### src/rtl/sram_lane_pkg.sv
package sram_lane_pkg;

   typedef enum logic [2:0] {
      ST_IDLE,
      ST_RD_SETUP,
      ST_RD_SAMPLE,
      ST_WR_SETUP,
      ST_WR_PULSE,
      ST_WR_RECOVER,
      ST_TURN
   } ctl_state_e;

   // ceiling of a nanosecond figure over the clock period
   function automatic int cyc_ceil(input int ns, input int per);
      return (ns + per - 1) / per;
   endfunction

   function automatic int imax(input int a, input int b);
      return (a > b) ? a : b;
   endfunction

endpackage

### src/rtl/sram_lane_timer.sv
module sram_lane_timer #(
   parameter int TW = 3
) (
   input  logic          clk,
   input  logic          rst,
   input  logic          load,
   input  logic [TW-1:0] load_val,
   output logic          done
);

   logic [TW-1:0] cnt_q;

   always_ff @(posedge clk) begin
      if (rst)
         cnt_q <= '0;
      else if (load)
         cnt_q <= load_val;
      else if (cnt_q != '0)
         cnt_q <= cnt_q - 1'b1;
   end

   assign done = (cnt_q == '0);

endmodule

### src/rtl/sram_lane_fsm.sv
module sram_lane_fsm
   import sram_lane_pkg::*;
#(
   parameter int TW      = 3,
   parameter int D_AA    = 2,
   parameter int D_HZ    = 1,
   parameter int D_WSU   = 1,
   parameter int D_PWE   = 1,
   parameter int D_REC   = 1
) (
   input  logic          clk,
   input  logic          rst,
   input  logic          req_valid,
   input  logic          req_write,
   input  logic          tmr_done,
   output ctl_state_e    state_q,
   output ctl_state_e    state_nxt,
   output logic          tmr_load,
   output logic [TW-1:0] tmr_val
);

   int dur;

   always_comb begin
      state_nxt = state_q;
      unique case (state_q)
         ST_IDLE:       if (req_valid) state_nxt = req_write ? ST_WR_SETUP : ST_RD_SETUP;
         ST_RD_SETUP:   if (tmr_done)  state_nxt = ST_RD_SAMPLE;
         ST_RD_SAMPLE:                 state_nxt = ST_TURN;
         ST_TURN:       if (tmr_done)  state_nxt = ST_IDLE;
         ST_WR_SETUP:   if (tmr_done)  state_nxt = ST_WR_PULSE;
         ST_WR_PULSE:   if (tmr_done)  state_nxt = ST_WR_RECOVER;
         ST_WR_RECOVER: if (tmr_done)  state_nxt = ST_IDLE;
         default:                      state_nxt = ST_IDLE;
      endcase
   end

   always_comb begin
      unique case (state_nxt)
         ST_RD_SETUP:   dur = D_AA;
         ST_TURN:       dur = D_HZ;
         ST_WR_SETUP:   dur = D_WSU;
         ST_WR_PULSE:   dur = D_PWE;
         ST_WR_RECOVER: dur = D_REC;
         default:       dur = 1;
      endcase
      tmr_load = (state_nxt != state_q);
      tmr_val  = TW'(dur - 1);
   end

   always_ff @(posedge clk) begin
      if (rst)
         state_q <= ST_IDLE;
      else
         state_q <= state_nxt;
   end

endmodule

### src/rtl/sram_lane_pins.sv
module sram_lane_pins
   import sram_lane_pkg::*;
#(
   parameter int ADDR_W = 16,
   parameter int DATA_W = 16,
   parameter int LANES  = DATA_W / 8
) (
   input  logic              clk,
   input  logic              rst,
   input  ctl_state_e        state_q,
   input  ctl_state_e        state_nxt,
   input  logic              tmr_done,
   input  logic              req_valid,
   input  logic [ADDR_W-1:0] req_addr,
   input  logic [DATA_W-1:0] req_wdata,
   input  logic [LANES-1:0]  req_be,
   input  logic [DATA_W-1:0] mem_dq_i,
   output logic              mem_ce_n,
   output logic              mem_oe_n,
   output logic              mem_we_n,
   output logic [LANES-1:0]  mem_bl_n,
   output logic [ADDR_W-1:0] mem_addr,
   output logic [DATA_W-1:0] mem_dq_o,
   output logic              mem_dq_oe,
   output logic              host_ack,
   output logic              rd_valid,
   output logic [DATA_W-1:0] rd_data
);

   logic              accept;
   logic              nxt_sel, nxt_rd, nxt_wr;
   logic [LANES-1:0]  be_q, be_src, lane_nxt;
   logic [DATA_W-1:0] rd_nxt;

   assign accept  = (state_q == ST_IDLE) && req_valid;
   assign be_src  = accept ? req_be : be_q;
   assign nxt_rd  = (state_nxt == ST_RD_SETUP) || (state_nxt == ST_RD_SAMPLE);
   assign nxt_wr  = (state_nxt == ST_WR_SETUP) || (state_nxt == ST_WR_PULSE) ||
                    (state_nxt == ST_WR_RECOVER);
   assign nxt_sel = nxt_rd || nxt_wr;

   for (genvar l = 0; l < LANES; l++) begin : g_lane
      assign lane_nxt[l]       = !(nxt_sel && be_src[l]);
      assign rd_nxt[l*8 +: 8]  = be_q[l] ? mem_dq_i[l*8 +: 8] : 8'h00;
   end

   always_ff @(posedge clk) begin
      if (rst) begin
         be_q      <= '0;
         mem_addr  <= '0;
         mem_dq_o  <= '0;
         mem_ce_n  <= 1'b1;
         mem_oe_n  <= 1'b1;
         mem_we_n  <= 1'b1;
         mem_bl_n  <= '1;
         mem_dq_oe <= 1'b0;
         host_ack  <= 1'b0;
         rd_valid  <= 1'b0;
         rd_data   <= '0;
      end else begin
         if (accept) begin
            be_q     <= req_be;
            mem_addr <= req_addr;
            mem_dq_o <= req_wdata;
         end
         mem_ce_n  <= !nxt_sel;
         mem_oe_n  <= !nxt_rd;
         mem_we_n  <= !(state_nxt == ST_WR_PULSE);
         mem_bl_n  <= lane_nxt;
         mem_dq_oe <= nxt_wr;
         rd_valid  <= (state_q == ST_RD_SAMPLE);
         if (state_q == ST_RD_SAMPLE)
            rd_data <= rd_nxt;
         host_ack  <= (state_q == ST_RD_SAMPLE) ||
                      ((state_q == ST_WR_RECOVER) && tmr_done);
      end
   end

endmodule

### src/rtl/sram_lane_ctrl.sv
module sram_lane_ctrl
   import sram_lane_pkg::*;
#(
   parameter int ADDR_W    = 16,
   parameter int DATA_W    = 16,
   parameter int CLK_NS    = 10,
   parameter int T_AA_NS   = 15,
   parameter int T_WC_NS   = 15,
   parameter int T_PWE_NS  = 10,
   parameter int T_SD_NS   = 8,
   parameter int T_HZ_NS   = 7,
   parameter int SETUP_CYC = 1
) (
   input  logic                    clk,
   input  logic                    rst,
   input  logic                    req_valid,
   input  logic                    req_write,
   input  logic [ADDR_W-1:0]       req_addr,
   input  logic [DATA_W-1:0]       req_wdata,
   input  logic [DATA_W/8-1:0]     req_be,
   output logic                    req_ready,
   output logic                    ack,
   output logic                    rd_valid,
   output logic [DATA_W-1:0]       rd_data,
   output logic                    sram_ce_n,
   output logic                    sram_oe_n,
   output logic                    sram_we_n,
   output logic [DATA_W/8-1:0]     sram_bl_n,
   output logic [ADDR_W-1:0]       sram_addr,
   output logic [DATA_W-1:0]       sram_dq_o,
   output logic                    sram_dq_oe,
   input  logic [DATA_W-1:0]       sram_dq_i
);

   localparam int LANES = DATA_W / 8;
   localparam int N_AA  = imax(1, cyc_ceil(T_AA_NS, CLK_NS));
   localparam int N_PWE = imax(1, imax(cyc_ceil(T_PWE_NS, CLK_NS), cyc_ceil(T_SD_NS, CLK_NS)));
   localparam int N_WC  = cyc_ceil(T_WC_NS, CLK_NS);
   localparam int N_REC = imax(1, N_WC - SETUP_CYC - N_PWE);
   localparam int N_HZ  = imax(1, cyc_ceil(T_HZ_NS, CLK_NS));
   localparam int MAX_D = imax(imax(N_AA, N_PWE), imax(imax(N_REC, N_HZ), SETUP_CYC));
   localparam int TW    = $clog2(MAX_D + 1);

   if (DATA_W % 8 != 0) begin : g_bad_width
      $error("sram_lane_ctrl: DATA_W must be a multiple of 8");
   end
   if (CLK_NS < 1) begin : g_bad_clk
      $error("sram_lane_ctrl: CLK_NS must be positive");
   end
   if (SETUP_CYC < 1) begin : g_bad_setup
      $error("sram_lane_ctrl: SETUP_CYC must be at least 1");
   end

   ctl_state_e    state_q, state_nxt;
   logic          tmr_load, tmr_done;
   logic [TW-1:0] tmr_val;

   sram_lane_fsm #(
      .TW(TW), .D_AA(N_AA), .D_HZ(N_HZ), .D_WSU(SETUP_CYC),
      .D_PWE(N_PWE), .D_REC(N_REC)
   ) u_fsm (
      .clk(clk), .rst(rst), .req_valid(req_valid), .req_write(req_write),
      .tmr_done(tmr_done), .state_q(state_q), .state_nxt(state_nxt),
      .tmr_load(tmr_load), .tmr_val(tmr_val)
   );

   sram_lane_timer #(.TW(TW)) u_timer (
      .clk(clk), .rst(rst), .load(tmr_load), .load_val(tmr_val), .done(tmr_done)
   );

   sram_lane_pins #(.ADDR_W(ADDR_W), .DATA_W(DATA_W), .LANES(LANES)) u_pins (
      .clk(clk), .rst(rst), .state_q(state_q), .state_nxt(state_nxt),
      .tmr_done(tmr_done), .req_valid(req_valid), .req_addr(req_addr),
      .req_wdata(req_wdata), .req_be(req_be), .mem_dq_i(sram_dq_i),
      .mem_ce_n(sram_ce_n), .mem_oe_n(sram_oe_n), .mem_we_n(sram_we_n),
      .mem_bl_n(sram_bl_n), .mem_addr(sram_addr), .mem_dq_o(sram_dq_o),
      .mem_dq_oe(sram_dq_oe), .host_ack(ack), .rd_valid(rd_valid),
      .rd_data(rd_data)
   );

   assign req_ready = (state_q == ST_IDLE);

endmodule

### config.mk
export PLATFORM = sky130hd
export DESIGN_NAME = sram_lane_ctrl
export DESIGN_NICKNAME = d
export VERILOG_FILES = /design/src/rtl/sram_lane_pkg.sv /design/src/rtl/sram_lane_timer.sv /design/src/rtl/sram_lane_fsm.sv /design/src/rtl/sram_lane_pins.sv /design/src/rtl/sram_lane_ctrl.sv
export SDC_FILE = /design/constraint.sdc
export NUM_CORES = 1
export LEC_CHECK = 0
export ABC_AREA = 1
export BUFFER_PORTS_ARGS = -buffer_cell sky130_fd_sc_hd__buf_2
export CAP_MARGIN = 15
export CORE_ASPECT_RATIO = 1.75
export CORE_UTILIZATION = 46
export DETAILED_ROUTE_END_ITERATION = 8
export GPL_TIMING_DRIVEN = 0
export PLACE_DENSITY_LB_ADDON = 0.12
export SYNTH_ARGS = -nofsm -noshare
export SYNTH_HDL_FRONTEND = slang
export SYNTH_HIERARCHICAL = 1
export SYNTH_SLANG_ARGS = --single-unit
### constraint.sdc
create_clock -name clk -period 1.8 [get_ports clk]
set_input_delay 0.09 -clock clk [delete_from_list [all_inputs] [get_ports clk]]
set_output_delay 0.09 -clock clk [all_outputs]
set_load 0.03 [all_outputs]
==> flow_summary.json, run 1 <==
{
  "relSlewSlack_pct": 65.5,
  "cts_setup_buffers": 0,
  "r2r_start": "u_timer/cnt_q[0]",
  "pwr-share-seq_pct": 33.6,
  "setup-violations-final": 0,
  "layout_commonest_cell": "buf_2",
  "die_area_sq_um": 5690,
  "fin_ws_ns": 0.191,
  "initial_core_util_pct": 47.5,
  "hold_ws_ns": 0.0222,
  "yosys.area.top_type": "dfxtp_1",
  "drc": 10,
  "p_int_mw": 3.26,
  "skew_ns": 0.00790,
  "switching_share_pct": 38.7,
  "worstSetupPathType": "flop to flop",
  "wl_per_cell_um": 12.0,
  "cts_tree": "yes",
  "hpwl_um": 4420,
  "drv_slew": 0,
  "area.growth.synth_to_final_pct": 36.2,
  "synth_cells": 323,
  "power_frac_clock_pct": 28.0,
  "tns_ns": 0,
  "antenna_cells": 0,
  "period_share_pct": 89.4,
  "status": "finished, violations left",
  "pwr-share-comb_pct": 38.4,
  "cts.sinks": 63,
  "ys_types": 21,
  "r2r_cells": 13,
  "p_per_area_nw_per_um2": 1580,
  "drt_wl_total_um": 6070,
  "gr-total-overflow": 0,
  "cts_max_path_buffers": 2,
  "final_cell_mix": "buf_2, nand2_1, dfxtp_1, nand3_1, a21oi_1",
  "p_sw_mw": 2.06,
  "syn_avg_cell_area_sq_um": 7.66,
  "grt_pass1_vias": 2289,
  "io_buffers": 110,
  "drt_iter0_markers": 118,
  "num_vias": 2560,
  "finalPower_mw": 5.33,
  "tightest_slew_ns": 0.517,
  "timing.fmax_mhz": 621,
  "yosys_warnings": 6,
  "cap_violations": 0,
  "via_per_inst": 5.07,
  "root_buffer": "clkbuf_8",
  "worstPathRequired_ns": 2.01,
  "reg2reg_slack_ns": 0.19,
  "period_needed_ns": 1.61,
  "die_x_um": 57.4,
  "critPathCapture": "u_pins/mem_bl_n[1]",
  "rsz0062_at_grt": "false",
  "ys_ff_latch": 63,
  "grt_max_degree": 13,
  "fp.coreArea_sq_um": 5210,
  "min_from": "sram_dq_i[6]",
  "numCtsBuffers": 9,
  "clk_pin_slew_ns": 0.07,
  "ir_worst_vdd_mv": 1.07,
  "rr_endpoint": "u_pins/mem_bl_n[1]",
  "io_pins": 111,
  "detail_route.first_pass.iterations": 6,
  "power.leakage_nw": 1.63,
  "grt_usage_pct": 22.7,
  "grt_pass1_wl_um": 10100,
  "htreeDepth": 3,
  "clk_latency_ns": 0.33,
  "gp_congestion": 0.764,
  "crit_fanout": 10,
  "arrival_ns": 1.82,
  "hp-class": "input pin to flop",
  "die_h_um": 99.0,
  "cp-end-kind": "flop",
  "crit_start": "u_timer/cnt_q[0]",
  "hold_violations": 0,
  "fin_nets": 501,
  "synth_seq_area_share_pct": 51.0,
  "pre_cts_ws_ns": 0.0379,
  "rows": 35,
  "synth.cell_area_sq_um": 2470,
  "synth.top_cell.area_share_pct": 51.0,
  "drive_gt1_share_pct": 34.7,
  "violations": "DRC",
  "cp-start-kind": "flop",
  "antenna_found_initial": 0,
  "synth.area.top_cells": "dfxtp_1, nand2_1, nand3_1, a21oi_1, o21ai_0",
  "syn_nets": 378,
  "ant_nets": 0
}
-- repair_timing --
item | in CTS | in global routing
setup endpoints to repair | 0 | 5
gates resized for setup | 0 | 2
hold buffers | 1 | 1
hold endpoints to repair | 3 | 1
-- cells in the mapped netlist (all sizes together) --
cell     n
conb     1
nand4    3
a21oi   39
dfxtp   63
o21ai   19
o31ai    1
inv     20
nand2   86
or2      1
nand3   60
clkbuf   4
ha       1
buf     17
nor2     8
-- through the flow --
stage | instance area, sq um | util (%) | instances
after floorplan | 2470 | - | 323
after global placement | 3090 | 59.4 | 488
after detailed placement | 3090 | 59.4 | 488
after CTS | 3350 | 64.3 | 504
after global routing | 3370 | 64.7 | 505
final | 3370 | 64.7 | 505
-- worst min-delay path by stage --
stage	endpoint	slack [ns]	depth (start not counted)
3_5_place_dp	u_fsm/state_q[0]	0.33	2
2_1_floorplan	u_fsm/state_q[0]	0.16	1
4_1_cts	u_pins/rd_data[6]	0.009	3
5_1_grt	u_pins/mem_addr[3]	0.002	3
3_3_place_gp	u_fsm/state_q[0]	0.32	2
6_report	u_pins/rd_data[6]	0.02	3
-- final cells by class --
cell class / instances / area [sq um]
Inverter: 20 / 75.1
Clock buffer: 12 / 155
Tap cell: 55 / 68.8
Timing Repair Buffer: 112 / 571
Sequential cell: 63 / 1260
Multi-Input combinational cell: 219 / 1050
Buffer: 21 / 101
Fill cell: 509 / 1840
Clock inverter: 3 / 90.1
-- sequential cells by signal (all words and copies together) (netlist names) --
name	flops
u_pins/mem_addr	16
u_pins/rd_data	16
u_timer/cnt_q	2
u_pins/mem_dq_o	16
u_pins/mem_we_n	1
u_pins/host_ack	1
u_pins/rd_valid	1
u_pins/be_q	2
u_pins/mem_ce_n	1
u_pins/mem_dq_oe	1
u_pins/mem_bl_n	2
u_pins/mem_oe_n	1
u_fsm/state_q	3
-- critical path: stages, from the launching register on --
cell,delay (ns)
dfxtp_1,0.31
inv_1,0.12
ha_4,0.22
inv_1,0.07
nand2_1,0.09
nand2_1,0.06
nand2_1,0.06
nand2_2,0.09
inv_1,0.10
inv_1,0.07
nand2_1,0.07
nand2_1,0.06
nand2_1,0.12
nand3_1,0.08
-- routing by layer --
metal  up-vias  GRT usage, %  part of all wire [%]
met4         0          11.1                   1.8
met1      1158          24.9                    42
li1       1308             -                     -
met5         -             0                     0
met2        84          38.6                    51
met3        10          7.48                   5.2
-- power by group through the flow --
stage | Sequential, mW | Clock, mW | Combinational (mW)
after floorplan | 2.18 | 0 | 1.11
after global placement | 1.81 | 0 | 1.98
after detailed placement | 1.82 | 0 | 2.01
after CTS | 1.79 | 1.53 | 2.02
after global routing | 1.83 | 1.61 | 2.27
final | 1.79 | 1.49 | 2.05
-- kinds of logic (layout without fill, tap and decap cells) --
| logic type | count (synthesis) | after routing | share of synthesized area, % |
|---|---|---|---|
| and+or+nand+nor | 158 | 158 | 29.2 |
| AOI/OAI and AO/OA | 59 | 59 | 12.0 |
| buffers and inverters | 41 | 168 | 7.13 |
| DFF | 63 | 63 | 51.0 |
| adders and majority gates | 1 | 1 | 0.505 |
| other | 1 | 1 | 0.152 |
Power figures use the tool's default switching activity.
==> run 2: changes to the inputs <==
CORE_UTILIZATION = 50   (was 46)
clock period = 2.08 ns   (was 1.8 ns; I/O delays follow)
==> flow_summary.json, run 2 (same netlist as run 1, synthesis figures left out) <==
{
  "grt_pass1_vias": 2159,
  "met2_usage_pct": 43.3,
  "dp_cells": 485,
  "antenna_found_initial": 0,
  "cts_setup_buffers": 0,
  "path_depth": 13,
  "num_vias": 2532,
  "via_per_inst": 5.04,
  "grt_pass1_wl_um": 9140,
  "skew_ns": 0.00600,
  "timing.fmax_mhz": 547,
  "io_pins": 111,
  "busiest_layer": "met2",
  "final_cell_mix": "buf_2, nand2_1, dfxtp_1, nand3_1, a21oi_1",
  "area.growth.synth_to_final_pct": 31.6,
  "use_met1_pct": 24.5,
  "gp_congestion": 0.806,
  "critPathCapture": "u_pins/mem_bl_n[1]",
  "critPathTopFamily": "simple AND/OR/NAND/NOR gates",
  "io_buffers": 110,
  "p_per_area_nw_per_um2": 1270,
  "fin_nets": 500,
  "setup-violations-final": 0,
  "hold_violations": 0,
  "crit_fanout": 10,
  "period_share_pct": 87.9,
  "rsz0062_at_grt": "false",
  "fin_cells": 502,
  "met3_usage_pct": 6.70,
  "arrival_ns": 2.03,
  "drv_slew": 0,
  "cts_max_path_buffers": 2,
  "worstPathRequired_ns": 2.28,
  "critPathSlowestCell": "ha_1",
  "grt_max_degree": 13,
  "clk_latency_ns": 0.32,
  "drc": 0,
  "top_regs": "u_pins/mem_addr (16), u_pins/mem_dq_o (16), u_pins/rd_data (16)",
  "path_common_cell": "nand2_1",
  "die_h_um": 95.1,
  "drt_wl_total_um": 5990,
  "rr_endpoint": "u_pins/mem_bl_n[1]",
  "initial_core_util_pct": 52.6,
  "hpwl_um": 4510,
  "period_needed_ns": 1.83,
  "cp_cell_sequence": "inv_1, ha_1, inv_1, nand2_1, nand2_1, nand2_1, nand2_2, inv_1, inv_1, nand2_1, nand2_1, nand2_1, nand3_1",
  "clk_pin_slew_ns": 0.07,
  "cp-end-kind": "flop",
  "reg2reg_slack_ns": 0.25,
  "ant_nets": 0,
  "power.leakage_nw": 1.58,
  "rows": 33,
  "drive_gt1_share_pct": 34.2,
  "htreeDepth": 3,
  "root_buffer": "clkbuf_8",
  "grt_usage_pct": 24.0,
  "hp-class": "input pin to flop",
  "cp-start-kind": "flop",
  "status": "finished clean",
  "cts.sinks": 63,
  "die_area_sq_um": 5250,
  "critPathMaxStageDelay_ns": 0.38,
  "antenna_cells": 0,
  "path_buf_inv": 4,
  "wl_per_cell_um": 11.9,
  "gr-total-overflow": 0,
  "ir_worst_vdd_mv": 0.782,
  "worstSetupPathType": "flop to flop",
  "utilization_pct": 69.2,
  "cap_violations": 0,
  "finalPower_mw": 4.15,
  "crit_start": "u_timer/cnt_q[0]",
  "layout_commonest_cell": "buf_2",
  "r2r_cells": 13,
  "drt_iter0_markers": 46,
  "r2r_start": "u_timer/cnt_q[0]",
  "cts_tree": "yes",
  "tns_ns": 0,
  "fp.coreArea_sq_um": 4710,
  "die_x_um": 55.2,
  "numCtsBuffers": 9,
  "detail_route.first_pass.iterations": 5
}
-- run 2: cell types whose count changed in the layout (fill, tap and decap cells not counted) --
cell / change
bufinv_16: -3
clkinv_2: +3
clkbuf_1: +2
clkbuf_8: -2
clkinvlp_4: +1
dlygate4sd3_1: -1
ha_1: +1
ha_4: -1
-- run 2: repair_timing --
action | 4_1_cts | 5_1_grt
resized for setup | 0 | 0
hold endpoints to repair | 3 | 0
endpoints found under the setup margin | 0 | 0
hold buffers | 1 | 0
-- run 2: tightest hold or removal path, delay by kind of cell --
family	cells	cell delay [ns]
buf+inv	1	0.09
simple gates	1	0.05
compound gates	1	0.07
-- run 2: metal layers --
layer	share of wire [%]	up-vias	wire [um]
li1	-	1310	-
met1	40	1132	2370
met2	53	84	3170
met3	6.5	6	387
met4	1.2	0	70
met5	0	-	0
-- run 2: power breakdown --
| group | total (mW) | internal, mW | switching, mW |
|---|---|---|---|
| Sequential | 1.54 | 1.42 | 0.127 |
| Clock | 0.865 | 0.427 | 0.438 |
| Combinational | 1.74 | 0.529 | 1.21 |
| Total | 4.15 | 2.37 | 1.77 |
-- run 2: worst min path at each step --
stage	endpoint	slack, ns	depth (start not counted)	from
4_1_cts	u_pins/rd_data[1]	0.02	3	sram_dq_i[1]
2_1_floorplan	u_fsm/state_q[0]	0.17	1	rst
6_report	u_pins/rd_data[1]	0.04	3	sram_dq_i[1]
5_1_grt	u_pins/mem_dq_o[8]	0.03	3	req_wdata[8]
3_3_place_gp	u_fsm/state_q[0]	0.33	2	rst
3_5_place_dp	u_fsm/state_q[0]	0.34	2	rst
-- run 2: cell type report --
class,count,area [sq um]
clock inverter,4,22.5
timing repair buffer,111,561
multi-input combinational,219,1040
clock buffer,12,135
buffer,21,101
sequential,63,1260
fill,423,1450
tap,52,65.1
inverter,20,75.1
-- run 2: metrics by stage --
step                setup WS, ns  hold WS [ns]  cell area, sq um
floorplan                  0.576         0.173              2470
global placement           0.354         0.334              3090
detailed placement         0.294         0.344              3090
CTS                        0.274        0.0223              3260
global route              0.0793        0.0324              3260
finish                     0.252        0.0411              3260
==> run 3: changes to the inputs <==
ABC_AREA = not set   (was 1)
CORE_UTILIZATION = 49   (was 50)
==> flow_summary.json, run 3 <==
{
  "status": "finished clean",
  "synth_cells": 256,
  "drt_wl_total_um": 5830,
  "cts_max_path_buffers": 2,
  "arrival_ns": 2.18,
  "skew_ns": 0.00585,
  "clk_latency_ns": 0.33,
  "layout_commonest_cell": "buf_2",
  "pwr-share-comb_pct": 40.5,
  "p_per_area_nw_per_um2": 1270,
  "synth.area.top_cells": "dfxtp_1, nand2_1, a21oi_1, a22o_1, buf_6",
  "relSlewSlack_pct": 61.2,
  "grt_pass1_wl_um": 8550,
  "reg2reg_slack_ns": 0.10,
  "crit_fanout": 11,
  "critPathTopFamily": "simple AND/OR/NAND/NOR gates",
  "syn_avg_cell_area_sq_um": 9.26,
  "pwr-share-seq_pct": 36.3,
  "fin_area_sq_um": 3480,
  "cts_tree": "yes",
  "cp_cell_sequence": "inv_1, ha_2, nand2b_1, a21oi_1, or3_1, or4b_1",
  "yosys_warnings": 6,
  "finalPower_mw": 4.44,
  "drive_gt1_share_pct": 35.8,
  "cp-end-kind": "flop",
  "ys_ff_latch": 63,
  "worstSetupPathType": "flop to flop",
  "gp_congestion": 0.794,
  "area.growth.synth_to_final_pct": 47.0,
  "yosys.area.top_type": "dfxtp_1",
  "setup-violations-final": 0,
  "fin_ws_ns": 0.104,
  "hold_violations": 0,
  "num_vias": 2294,
  "cts_setup_buffers": 0,
  "grt_max_degree": 16,
  "io_buffers": 110,
  "cts.sinks": 63,
  "synth-main-ff-cell": "dfxtp_1",
  "numCtsBuffers": 9,
  "cap_violations": 0,
  "period_needed_ns": 1.98,
  "die_area_sq_um": 5130,
  "synthArstFlopShare_pct": 0,
  "drc": 0,
  "die_x_um": 54.6,
  "fp.coreArea_sq_um": 4670,
  "clk_pin_slew_ns": 0.07,
  "timing.fmax_mhz": 506,
  "synth-edff-count": 0,
  "rsz0062_at_grt": "false",
  "root_buffer": "clkbuf_8",
  "syn_nets": 311,
  "io_pins": 111,
  "p_sw_mw": 1.75,
  "critPathSlowestCell": "or4b_1",
  "p_int_mw": 2.69,
  "synth.top_cell.area_share_pct": 53.2,
  "hpwl_um": 3850,
  "ant_nets": 0,
  "worstPathRequired_ns": 2.29,
  "rows": 33,
  "ys_top_cells_by_count": "nand2_1, dfxtp_1, a21oi_1",
  "fillCellCount": 387,
  "synth.most_common_cell": "nand2_1",
  "critPathMaxStageDelay_ns": 0.53,
  "gr-total-overflow": 0,
  "synth.cell_area_sq_um": 2370,
  "power_frac_clock_pct": 23.2,
  "die_h_um": 94.0,
  "wl_per_cell_um": 12.6,
  "path_buf_inv": 1,
  "htreeDepth": 3,
  "detail_route.first_pass.iterations": 4,
  "synth_seq_area_share_pct": 53.2,
  "tightest_slew_ns": 0.579,
  "switching_share_pct": 39.3,
  "dp_cells": 418,
  "antenna_cells": 0,
  "fin_cells": 463,
  "ys_types": 39,
  "fin_nets": 461,
  "initial_core_util_pct": 50.8,
  "cp-start-kind": "flop",
  "dpl_cell_area_sq_um": 2990,
  "grt_usage_pct": 23.2,
  "antenna_found_initial": 0,
  "period_share_pct": 95.0,
  "hp-class": "input pin to flop",
  "drv_slew": 0,
  "final_cell_mix": "buf_2, nand2_1, dfxtp_1, a21oi_1, dlygate4sd3_1",
  "utilization_pct": 74.7,
  "top_regs": "u_pins/mem_addr (16), u_pins/mem_dq_o (16), u_pins/rd_data (16)",
  "power.leakage_nw": 1.63,
  "ir_worst_vdd_mv": 0.868,
  "drt_iter0_markers": 29,
  "pre_cts_ws_ns": -0.0367,
  "via_per_inst": 4.95,
  "grt_pass1_vias": 2072
}
run 3: changes by cell type in the layout (fill, tap and decap cells not counted), sizes merged, moves of 4 or more:
cell         before  now
a22o              0   16
and2              0    4
buf             127  123
clkbuf           16   12
dlygate4sd3       1   30
inv              20    4
nand2            86   67
nand2b            0    5
nand3            60    1
nor2b             0    4
o21ai            19    3
run 3: tightest hold or removal path: cells and delay by family:
kind | cells | cell delay, ns
buf+inv | 1 | 0.10
simple gates | 1 | 0.05
compound gates | 1 | 0.05
run 3: per-stage QoR:
stage	hold slack, ns	TNS [ns]
floorplan	0.173	0
detailed placement	0.318	-0.0367
global route	0.00393	0
CTS	0.00163	0
finish	0.0135	0
global placement	0.313	-0.0164
run 3: cell families after synthesis:
group,synth area share (%)
buffers and inverters,5.70
XOR/XNOR,0.739
multiplexers,0.845
AO/OA/AOI/OAI,18.1
flip-flops,53.2
other,0.158
adder cells (fa/ha/maj),0.528
AND/OR/NAND/NOR,20.7
run 3: layout make-up:
cell class	instances	area, sq um	share of cell area [%]
buffer	16	115	3.30
clock buffer	9	124	3.55
clock inverter	7	73.8	2.12
inverter	4	15.0	0.431
multi-input combinational	172	976	28.0
sequential	63	1260	36.3
tap	52	65.1	1.87
timing repair buffer	140	851	24.4
run 3: path summary, 6_finish.rpt:
check                      start                  end  depth (start not counted)
max reg2reg     u_timer/cnt_q[0]      u_pins/mem_we_n                          6
min reg2reg  u_pins/mem_dq_o[11]  u_pins/mem_dq_o[11]                          2
min                 req_wdata[7]   u_pins/mem_dq_o[7]                          3
max             u_timer/cnt_q[0]      u_pins/mem_we_n                          6
run 3: routing by layer:
layer | GRT usage [%] | wire [um]
met5 | 0 | 0
met4 | 15.2 | 167
met3 | 7.12 | 367
met2 | 40.1 | 3100
met1 | 22.0 | 2200
run 3: repair_timing:
action | in CTS | in global routing
gates resized for setup | 1 | 3
endpoints found under the setup margin | 1 | 5
endpoints found under the hold margin | 30 | 0
hold buffers | 30 | 0
pin swaps | 0 | 0
run 3: power by group through the flow:
stage | Clock [mW] | Combinational (mW) | Sequential, mW
finish | 1.03 | 1.80 | 1.61
global route | 1.11 | 1.96 | 1.66
CTS | 1.06 | 1.78 | 1.59
detailed placement | 0 | 1.73 | 1.62
global placement | 0 | 1.71 | 1.61
floorplan | 0 | 0.947 | 1.96
